<file path="config.mk">
export PLATFORM = sky130hd
export DESIGN_NAME = fmul_seq_unit
export DESIGN_NICKNAME = d
export VERILOG_FILES = /design/src/rtl/fmul_pkg.sv /design/src/rtl/fmul_rst_sync.sv /design/src/rtl/fmul_order_special.sv /design/src/rtl/fmul_mant_seq.sv /design/src/rtl/fmul_norm.sv /design/src/rtl/fmul_seq_unit.sv
export SDC_FILE = /design/constraint.sdc
export NUM_CORES = 2
export LEC_CHECK = 0
export BUFFER_PORTS_ARGS = -buffer_cell sky130_fd_sc_hd__buf_2
export CAP_MARGIN = 20
export CORE_UTILIZATION = 25
export DETAILED_ROUTE_END_ITERATION = 16
export MAX_ROUTING_LAYER = met4
export PLACE_DENSITY = 0.41
export SETUP_SLACK_MARGIN = 0.5
export SYNTH_ARGS = -nofsm -noshare
export SYNTH_HDL_FRONTEND = slang
export SYNTH_SLANG_ARGS = --single-unit
</file>
<file path="constraint.sdc">
create_clock -name clk -period 45.8 [get_ports clk]
set_input_delay 6.87 -clock clk [delete_from_list [all_inputs] [get_ports clk]]
set_output_delay 6.87 -clock clk [all_outputs]
set_load 0.05 [all_outputs]
</file>
<file path="src/rtl/fmul_pkg.sv">
package fmul_pkg;

  typedef enum logic [2:0] {
    FC_ZERO = 3'd0,
    FC_NUM  = 3'd1,
    FC_INF  = 3'd2,
    FC_QNAN = 3'd3,
    FC_SNAN = 3'd4
  } fcls_e;

  typedef enum logic [1:0] {
    ST_IDLE = 2'd0,
    ST_RUN  = 2'd1,
    ST_FIN  = 2'd2
  } fmul_state_e;

  function automatic logic cls_is_nan(input logic [2:0] c);
    return (c == FC_QNAN) || (c == FC_SNAN);
  endfunction

endpackage

</file>
<file path="src/rtl/fmul_rst_sync.sv">
module fmul_rst_sync (
  input  logic clk,
  input  logic rst_n,
  output logic rst_sync_n
);

  logic [1:0] sync_q;

  always_ff @(posedge clk or negedge rst_n) begin
    if (!rst_n) sync_q <= 2'b00;
    else        sync_q <= {sync_q[0], 1'b1};
  end

  assign rst_sync_n = sync_q[1];

endmodule

</file>
<file path="src/rtl/fmul_order_special.sv">
module fmul_order_special
  import fmul_pkg::*;
#(
  parameter int EXP_W    = 16,
  parameter int MANT_W   = 128,
  parameter int LEAD_POS = 114
) (
  input  logic              a_sign,
  input  logic [2:0]        a_cls,
  input  logic [EXP_W-1:0]  a_exp,
  input  logic [MANT_W-1:0] a_mant,
  input  logic              b_sign,
  input  logic [2:0]        b_cls,
  input  logic [EXP_W-1:0]  b_exp,
  input  logic [MANT_W-1:0] b_mant,
  output logic              prod_sign,
  output logic [EXP_W-1:0]  exp_sum,
  output logic [MANT_W-1:0] mcand,
  output logic [MANT_W-1:0] mplier,
  output logic              is_special,
  output logic              s_sign,
  output logic [2:0]        s_cls,
  output logic [EXP_W-1:0]  s_exp,
  output logic [MANT_W-1:0] s_mant
);

  localparam logic [MANT_W-1:0] DNAN_MANT = MANT_W'(1) << LEAD_POS;

  logic              swap;
  logic [2:0]        x_cls,  y_cls;
  logic [EXP_W-1:0]  x_exp,  y_exp;
  logic [MANT_W-1:0] x_mant, y_mant;

  // heavier class goes to the second slot; ties leave b there
  assign swap = a_cls > b_cls;

  always_comb begin
    if (swap) begin
      x_cls = b_cls; x_exp = b_exp; x_mant = b_mant;
      y_cls = a_cls; y_exp = a_exp; y_mant = a_mant;
    end else begin
      x_cls = a_cls; x_exp = a_exp; x_mant = a_mant;
      y_cls = b_cls; y_exp = b_exp; y_mant = b_mant;
    end
  end

  assign prod_sign = a_sign ^ b_sign;
  assign exp_sum   = a_exp + b_exp;
  assign mcand     = x_mant;
  assign mplier    = y_mant;

  always_comb begin
    is_special = 1'b1;
    s_sign     = prod_sign;
    s_cls      = y_cls;
    s_exp      = y_exp;
    s_mant     = y_mant;
    if (cls_is_nan(y_cls)) begin
      s_cls = y_cls;
    end else if (y_cls == FC_INF) begin
      if (x_cls == FC_ZERO) begin
        s_sign = 1'b0;
        s_cls  = FC_QNAN;
        s_exp  = '0;
        s_mant = DNAN_MANT;
      end
    end else if (x_cls == FC_ZERO) begin
      s_cls  = FC_ZERO;
      s_exp  = x_exp;
      s_mant = x_mant;
    end else begin
      is_special = 1'b0;
    end
  end

endmodule

</file>
<file path="src/rtl/fmul_mant_seq.sv">
module fmul_mant_seq #(
  parameter int WORD_W  = 32,
  parameter int NWORDS  = 4,
  parameter int GUARD_W = 2,
  localparam int MANT_W = WORD_W * NWORDS
) (
  input  logic              clk,
  input  logic              rst_n,
  input  logic              load,
  input  logic [MANT_W-1:0] mcand,
  input  logic [MANT_W-1:0] mplier,
  output logic [MANT_W-1:0] acc,
  output logic              sticky,
  output logic              last_step
);

  localparam int IDX_W = (NWORDS > 1) ? $clog2(NWORDS) : 1;
  localparam int BIT_W = $clog2(WORD_W);
  localparam int TOP   = NWORDS - 1;
  localparam logic [MANT_W-1:0] GUARD_MASK = (MANT_W'(1) << GUARD_W) - MANT_W'(1);

  logic [MANT_W-1:0] acc_q,  acc_d;
  logic [MANT_W-1:0] x_q,    x_d;
  logic [MANT_W-1:0] y_q,    y_d;
  logic              stk_q,  stk_d;
  logic [IDX_W-1:0]  widx_q, widx_d;
  logic [BIT_W-1:0]  bidx_q, bidx_d;
  logic              act_q,  act_d;
  logic              adv_en;

  logic [WORD_W-1:0] cur_word;
  logic              at_top, word_zero, acc_nz;
  logic [BIT_W:0]    sh_amt;
  logic [WORD_W:0]   above;
  logic [MANT_W-1:0] step_sum;

  assign cur_word  = y_q[widx_q*WORD_W +: WORD_W];
  assign at_top    = (widx_q == IDX_W'(TOP));
  assign word_zero = (cur_word == '0);
  assign acc_nz    = |acc_q;
  assign sh_amt    = (BIT_W+1)'(bidx_q) + (BIT_W+1)'(1);
  assign above     = {1'b0, cur_word} >> sh_amt;
  assign step_sum  = {1'b0, acc_q[MANT_W-1:1]} + (cur_word[bidx_q] ? x_q : '0);
  assign last_step = act_q && at_top && (above == '0);
  assign adv_en    = load || act_q;

  always_comb begin
    acc_d  = acc_q;
    x_d    = x_q;
    y_d    = y_q;
    stk_d  = stk_q;
    widx_d = widx_q;
    bidx_d = bidx_q;
    act_d  = act_q;
    if (load) begin
      acc_d  = '0;
      stk_d  = 1'b0;
      x_d    = mcand;
      y_d    = mplier & ~GUARD_MASK;
      widx_d = '0;
      bidx_d = BIT_W'(GUARD_W);
      act_d  = 1'b1;
    end else if (act_q) begin
      if (!at_top && word_zero) begin
        // whole-word move; nothing to move while the accumulator is empty
        if (acc_nz) begin
          stk_d = stk_q | (|acc_q[WORD_W-1:0]);
          acc_d = acc_q >> WORD_W;
        end
        widx_d = widx_q + IDX_W'(1);
        bidx_d = '0;
      end else begin
        stk_d = stk_q | acc_q[0];
        acc_d = step_sum;
        if (last_step) begin
          act_d = 1'b0;
        end else if (bidx_q == BIT_W'(WORD_W-1)) begin
          widx_d = widx_q + IDX_W'(1);
          bidx_d = '0;
        end else begin
          bidx_d = bidx_q + BIT_W'(1);
        end
      end
    end
  end

  always_ff @(posedge clk or negedge rst_n) begin
    if (!rst_n) begin
      acc_q  <= '0;
      x_q    <= '0;
      y_q    <= '0;
      stk_q  <= 1'b0;
      widx_q <= '0;
      bidx_q <= '0;
      act_q  <= 1'b0;
    end else if (adv_en) begin
      acc_q  <= acc_d;
      x_q    <= x_d;
      y_q    <= y_d;
      stk_q  <= stk_d;
      widx_q <= widx_d;
      bidx_q <= bidx_d;
      act_q  <= act_d;
    end
  end

  assign acc    = acc_q;
  assign sticky = stk_q;

endmodule

</file>
<file path="src/rtl/fmul_norm.sv">
module fmul_norm #(
  parameter int EXP_W    = 16,
  parameter int MANT_W   = 128,
  parameter int LEAD_POS = 114
) (
  input  logic [MANT_W-1:0] acc,
  input  logic              sticky_in,
  input  logic [EXP_W-1:0]  exp_in,
  output logic [MANT_W-1:0] mant_out,
  output logic              sticky_out,
  output logic [EXP_W-1:0]  exp_out
);

  logic over_two;

  assign over_two = |acc[MANT_W-1:LEAD_POS+1];

  always_comb begin
    if (over_two) begin
      mant_out   = {1'b0, acc[MANT_W-1:1]};
      sticky_out = sticky_in | acc[0];
      exp_out    = exp_in + EXP_W'(1);
    end else begin
      mant_out   = acc;
      sticky_out = sticky_in;
      exp_out    = exp_in;
    end
  end

endmodule

</file>
<file path="src/rtl/fmul_seq_unit.sv">
module fmul_seq_unit
  import fmul_pkg::*;
#(
  parameter int WORD_W   = 32,
  parameter int NWORDS   = 4,
  parameter int GUARD_W  = 2,
  parameter int EXP_W    = 16,
  parameter int LEAD_POS = WORD_W * NWORDS - 14,
  localparam int MANT_W  = WORD_W * NWORDS
) (
  input  logic              clk,
  input  logic              rst_n,
  input  logic              start,
  input  logic              a_sign,
  input  logic [2:0]        a_cls,
  input  logic [EXP_W-1:0]  a_exp,
  input  logic [MANT_W-1:0] a_mant,
  input  logic              b_sign,
  input  logic [2:0]        b_cls,
  input  logic [EXP_W-1:0]  b_exp,
  input  logic [MANT_W-1:0] b_mant,
  output logic              busy,
  output logic              done,
  output logic              res_sign,
  output logic [2:0]        res_cls,
  output logic [EXP_W-1:0]  res_exp,
  output logic [MANT_W-1:0] res_mant,
  output logic              res_sticky
);

  logic rst_i_n;

  fmul_rst_sync rst_sync_i (
    .clk        (clk),
    .rst_n      (rst_n),
    .rst_sync_n (rst_i_n)
  );

  logic              prod_sign, is_special, s_sign;
  logic [EXP_W-1:0]  exp_sum, s_exp;
  logic [MANT_W-1:0] mcand, mplier, s_mant;
  logic [2:0]        s_cls;

  fmul_order_special #(
    .EXP_W    (EXP_W),
    .MANT_W   (MANT_W),
    .LEAD_POS (LEAD_POS)
  ) order_i (
    .a_sign     (a_sign),
    .a_cls      (a_cls),
    .a_exp      (a_exp),
    .a_mant     (a_mant),
    .b_sign     (b_sign),
    .b_cls      (b_cls),
    .b_exp      (b_exp),
    .b_mant     (b_mant),
    .prod_sign  (prod_sign),
    .exp_sum    (exp_sum),
    .mcand      (mcand),
    .mplier     (mplier),
    .is_special (is_special),
    .s_sign     (s_sign),
    .s_cls      (s_cls),
    .s_exp      (s_exp),
    .s_mant     (s_mant)
  );

  fmul_state_e st_q, st_d;
  logic        accept, eng_load, last_step;
  logic [MANT_W-1:0] acc;
  logic        acc_sticky;

  assign accept   = start && (st_q == ST_IDLE);
  assign eng_load = accept && !is_special;

  fmul_mant_seq #(
    .WORD_W  (WORD_W),
    .NWORDS  (NWORDS),
    .GUARD_W (GUARD_W)
  ) engine_i (
    .clk       (clk),
    .rst_n     (rst_i_n),
    .load      (eng_load),
    .mcand     (mcand),
    .mplier    (mplier),
    .acc       (acc),
    .sticky    (acc_sticky),
    .last_step (last_step)
  );

  logic             psign_q;
  logic [EXP_W-1:0] pexp_q;

  logic [MANT_W-1:0] n_mant;
  logic              n_sticky;
  logic [EXP_W-1:0]  n_exp;

  fmul_norm #(
    .EXP_W    (EXP_W),
    .MANT_W   (MANT_W),
    .LEAD_POS (LEAD_POS)
  ) norm_i (
    .acc        (acc),
    .sticky_in  (acc_sticky),
    .exp_in     (pexp_q),
    .mant_out   (n_mant),
    .sticky_out (n_sticky),
    .exp_out    (n_exp)
  );

  // next state
  logic res_we, done_d;
  logic              r_sign_d, r_stk_d;
  logic [2:0]        r_cls_d;
  logic [EXP_W-1:0]  r_exp_d;
  logic [MANT_W-1:0] r_mant_d;

  always_comb begin
    st_d   = st_q;
    done_d = 1'b0;
    res_we = 1'b0;
    unique case (st_q)
      ST_IDLE: begin
        if (accept) begin
          if (is_special) begin
            res_we = 1'b1;
            done_d = 1'b1;
          end else begin
            st_d = ST_RUN;
          end
        end
      end
      ST_RUN:  if (last_step) st_d = ST_FIN;
      ST_FIN: begin
        st_d   = ST_IDLE;
        res_we = 1'b1;
        done_d = 1'b1;
      end
      default: st_d = ST_IDLE;
    endcase
  end

  always_comb begin
    if (st_q == ST_FIN) begin
      r_sign_d = psign_q;
      r_cls_d  = FC_NUM;
      r_exp_d  = n_exp;
      r_mant_d = n_mant;
      r_stk_d  = n_sticky;
    end else begin
      r_sign_d = s_sign;
      r_cls_d  = s_cls;
      r_exp_d  = s_exp;
      r_mant_d = s_mant;
      r_stk_d  = 1'b0;
    end
  end

  // registers
  always_ff @(posedge clk or negedge rst_i_n) begin
    if (!rst_i_n) begin
      st_q <= ST_IDLE;
      done <= 1'b0;
    end else begin
      st_q <= st_d;
      done <= done_d;
    end
  end

  always_ff @(posedge clk or negedge rst_i_n) begin
    if (!rst_i_n) begin
      psign_q <= 1'b0;
      pexp_q  <= '0;
    end else if (eng_load) begin
      psign_q <= prod_sign;
      pexp_q  <= exp_sum;
    end
  end

  always_ff @(posedge clk or negedge rst_i_n) begin
    if (!rst_i_n) begin
      res_sign   <= 1'b0;
      res_cls    <= '0;
      res_exp    <= '0;
      res_mant   <= '0;
      res_sticky <= 1'b0;
    end else if (res_we) begin
      res_sign   <= r_sign_d;
      res_cls    <= r_cls_d;
      res_exp    <= r_exp_d;
      res_mant   <= r_mant_d;
      res_sticky <= r_stk_d;
    end
  end

  assign busy = (st_q != ST_IDLE);

endmodule

</file>
==> flow_summary.json <==
{
  "status": "finished clean",
  "finalCritPeriodShare_pct": 24.7,
  "cts_buffer_depth": 3,
  "core_um2": 159000,
  "synth_edf_count": 0,
  "grt_usage_pct": 26.6,
  "drtIter0Drc": 3984,
  "synthTopCellsByArea": "dfrtp_1 35%, nand2_1 7.9%, mux2i_1 7.7%, o21ai_0 6.1%, ha_1 4.6%",
  "syn2layout_area_growth_pct": 17.5,
  "hold_path.class": "flip-flop to flip-flop",
  "critPathSlowestCell": "nor2_4",
  "register_area_um2": 14100,
  "critPathRequiredTime_ns": 46.41,
  "setup.worst_path.start": "b_cls[1]",
  "synth.most_common_cell": "nand2_1",
  "postCtsSetupBuffers": 0,
  "crit_type": "primary input to flip-flop",
  "globalplace.congestion": 0.963,
  "final_layout_size_suffix_gt1_share_pct": 15.6,
  "async_flop_share_pct": 100,
  "clk_latency_ns": 0.71,
  "crit_chain": "buf_2 > inv_1 > ha_1 > nor2b_1 > o21ai_1 > a32oi_4 > buf_12 > mux2i_1 > nand2b_1 > a21oi_1 > mux2i_4 > inv_1 > nor2_4 > buf_4 > nand2_1 > a31oi_1",
  "cts_buffers": 78,
  "vias": 40000,
  "worst_pin_slew_ns": 1.09,
  "clk_pin_slew_ns": 0.06,
  "nets": 5497,
  "synth_nets": 5254,
  "grt_pass1_wl_mm": 302,
  "ys_ff_latch": 562,
  "start_util_pct": 25.3,
  "syn_inst": 4804,
  "r2r_cells": 19,
  "setup_viol": 0,
  "yosys_warnings": 0,
  "grt_overflow": 0,
  "maxCapViolCount": 0,
  "p_per_area_nw_per_um2": 94.6,
  "placedInstanceArea_um2": 44600,
  "finalHoldViolCount": 0,
  "cpPeakStageDelay_ns": 0.83,
  "syn_area_per_cell_um2": 8.38,
  "viasPerCell": 5.50,
  "synth_commonest_cells": "850 x nand2_1, 562 x dfrtp_1, 489 x o21ai_0",
  "multiInputGateArea_um2": 24600,
  "fmax_mhz": 88.2,
  "antenna_found_initial": 29,
  "endpoint": "res_mant[60]",
  "r2r_start": "engine_i.widx_q[1]",
  "netlist.area_leader.share_pct": 34.9,
  "p_leak_nw": 20.8,
  "die-area_um2": 163000,
  "worstPathArrival_ns": 11.94,
  "pre_cts_ws_ns": 33.65,
  "synthFlopType": "dfrtp_1",
  "fill_cells": 17200,
  "cts_resized": 0,
  "die_h_um": 403,
  "skew_ns": 0.0309,
  "rows": 146,
  "die_x_um": 403,
  "drc": 0,
  "grt_pass1_vias": 38400,
  "finalPower_w": 0.00448,
  "endpoint_kind": "flip-flop",
  "cp-start-kind": "primary input",
  "hpwl_mm": 166,
  "wl_per_cell_um": 29.6,
  "drt_wl_total_mm": 215,
  "crit_path_frequent_cell": "inv_1",
  "cts_hold_buf": 0,
  "io_buffers": 449,
  "grt_max_degree": 237,
  "ios": 450,
  "finalWorstSetupSlack_ns": 34.46,
  "yosysSeqAreaShare_pct": 34.9,
  "yosysUniqueCellTypes": 83,
  "ant_nets": 0,
  "stdcell_area_um2": 47300,
  "cts.sinks": 562,
  "cts.root.buffer_cell": "clkbuf_16",
  "yosys.area.top_type": "dfrtp_1",
  "htreeDepth": 3,
  "finalMaxSlewViolations": 0,
  "rr_endpoint": "engine_i.acc[111]",
  "setup_tns_ns": 0,
  "finalCriticalPeriod_ns": 11.34,
  "synth_area_um2": 40300,
  "path_max_fanout": 107,
  "max_slew_margin_pct": 26.4,
  "cts_tree": "built",
  "rsz0062_at_grt": "no",
  "ir_drop_mv": 0.0464,
  "rrSetupSlack_ns": 36.47,
  "drt_pass1_iterations": 6
}
-- metal layers --
layer  vias up  share of wire [%]  global-route usage [%]
met1     20300                 47                    37.6
li1      18100                  -                       -
met4         0                2.5                    6.56
met2      1498                 44                    39.9
met5         -                  0                       -
met3       206                6.1                    3.62
-- final cells by class --
class,count,area share [%]
Antenna cell,21,0.111
Multi-Input combinational cell,3809,52.1
Timing Repair Buffer,539,6.28
Clock buffer,110,4.85
Inverter,57,0.463
Sequential cell,562,29.7
Tap cell,2146,5.67
Clock inverter,29,0.796
-- per-stage QoR --
step                      hold WS (ns)  cells  utilization (%)
final                            0.350   7273             29.7
after CTS                        0.356   7252             29.7
after detailed placement         0.342   7113             28.0
after global placement           0.333   7113             28.0
after global routing             0.362   7267             29.7
after floorplan                  0.331   4804                -
-- power breakdown --
group          total (W)  internal [W]  switching (W)
Sequential       0.00119      0.000757       0.000430
Clock           0.000659      0.000394       0.000265
Combinational    0.00263      0.000915        0.00172
Total            0.00448       0.00207        0.00241
-- layout by cell type (no fill, tap or decap), types with 34 or more instances in the layout --
master / synthesis / routed
nand4_1: 84 / 84
a311oi_1: 49 / 49
a31oi_1: 170 / 169
mux2i_1: 308 / 307
o211ai_1: 48 / 48
o21bai_1: 34 / 34
a21oi_1: 344 / 344
o21ai_0: 489 / 489
nor2_1: 273 / 269
xor2_1: 60 / 60
buf_2: 35 / 449
a21o_1: 86 / 86
and2_1: 134 / 134
mux4_2: 67 / 66
nand2_1: 850 / 850
a221oi_1: 70 / 70
nor4_1: 51 / 51
ha_1: 149 / 149
inv_1: 56 / 55
nor3_1: 63 / 61
buf_4: 1 / 86
clkbuf_16: 0 / 81
dfrtp_1: 562 / 558
nand3_1: 42 / 42
xnor2_1: 85 / 85
-- worst min-delay path by stage --
stage                              start                    to  slack, ns  cells past startpoint
finish              rst_sync_i.sync_q[0]  rst_sync_i.sync_q[1]       0.35                      0
global route        rst_sync_i.sync_q[0]  rst_sync_i.sync_q[1]       0.36                      0
CTS                 rst_sync_i.sync_q[0]  rst_sync_i.sync_q[1]       0.36                      0
detailed placement  rst_sync_i.sync_q[0]  rst_sync_i.sync_q[1]       0.34                      0
global placement    rst_sync_i.sync_q[0]  rst_sync_i.sync_q[1]       0.33                      0
floorplan           rst_sync_i.sync_q[0]  rst_sync_i.sync_q[1]       0.33                      0
-- worst max-delay path: cells and delay by family --
| family | cells | cell delay (ns) |
|---|---|---|
| AOI/OAI and AO/OA | 4 | 1.12 |
| adders and majority gates | 1 | 0.33 |
| buffers and inverters | 5 | 1.42 |
| muxes | 2 | 0.82 |
| and+or+nand+nor | 4 | 1.20 |
-- sequential cells by signal, indices dropped and copies added, names as in the netlist, 2 cells and up --
signal / cells
engine_i.acc: 128
engine_i.x_q: 128
res_mant: 128
engine_i.y_q: 126
pexp_q: 16
res_exp: 16
engine_i.bidx_q: 5
res_cls: 3
engine_i.widx_q: 2
rst_sync_i.sync_q: 2
st_q: 2
-- kinds of logic after synthesis --
group	Yosys count	share of synthesized area, %
AND/OR/NAND/NOR	1606	17.8
AO/OA/AOI/OAI	1510	23.2
buffers and inverters	433	4.21
XOR/XNOR	145	3.15
other	1	0.00931
multiplexers	396	12.0
flip-flops	562	34.9
adder cells (fa/ha/maj)	151	4.73
Note: power is estimated with default switching activity, not from simulation.
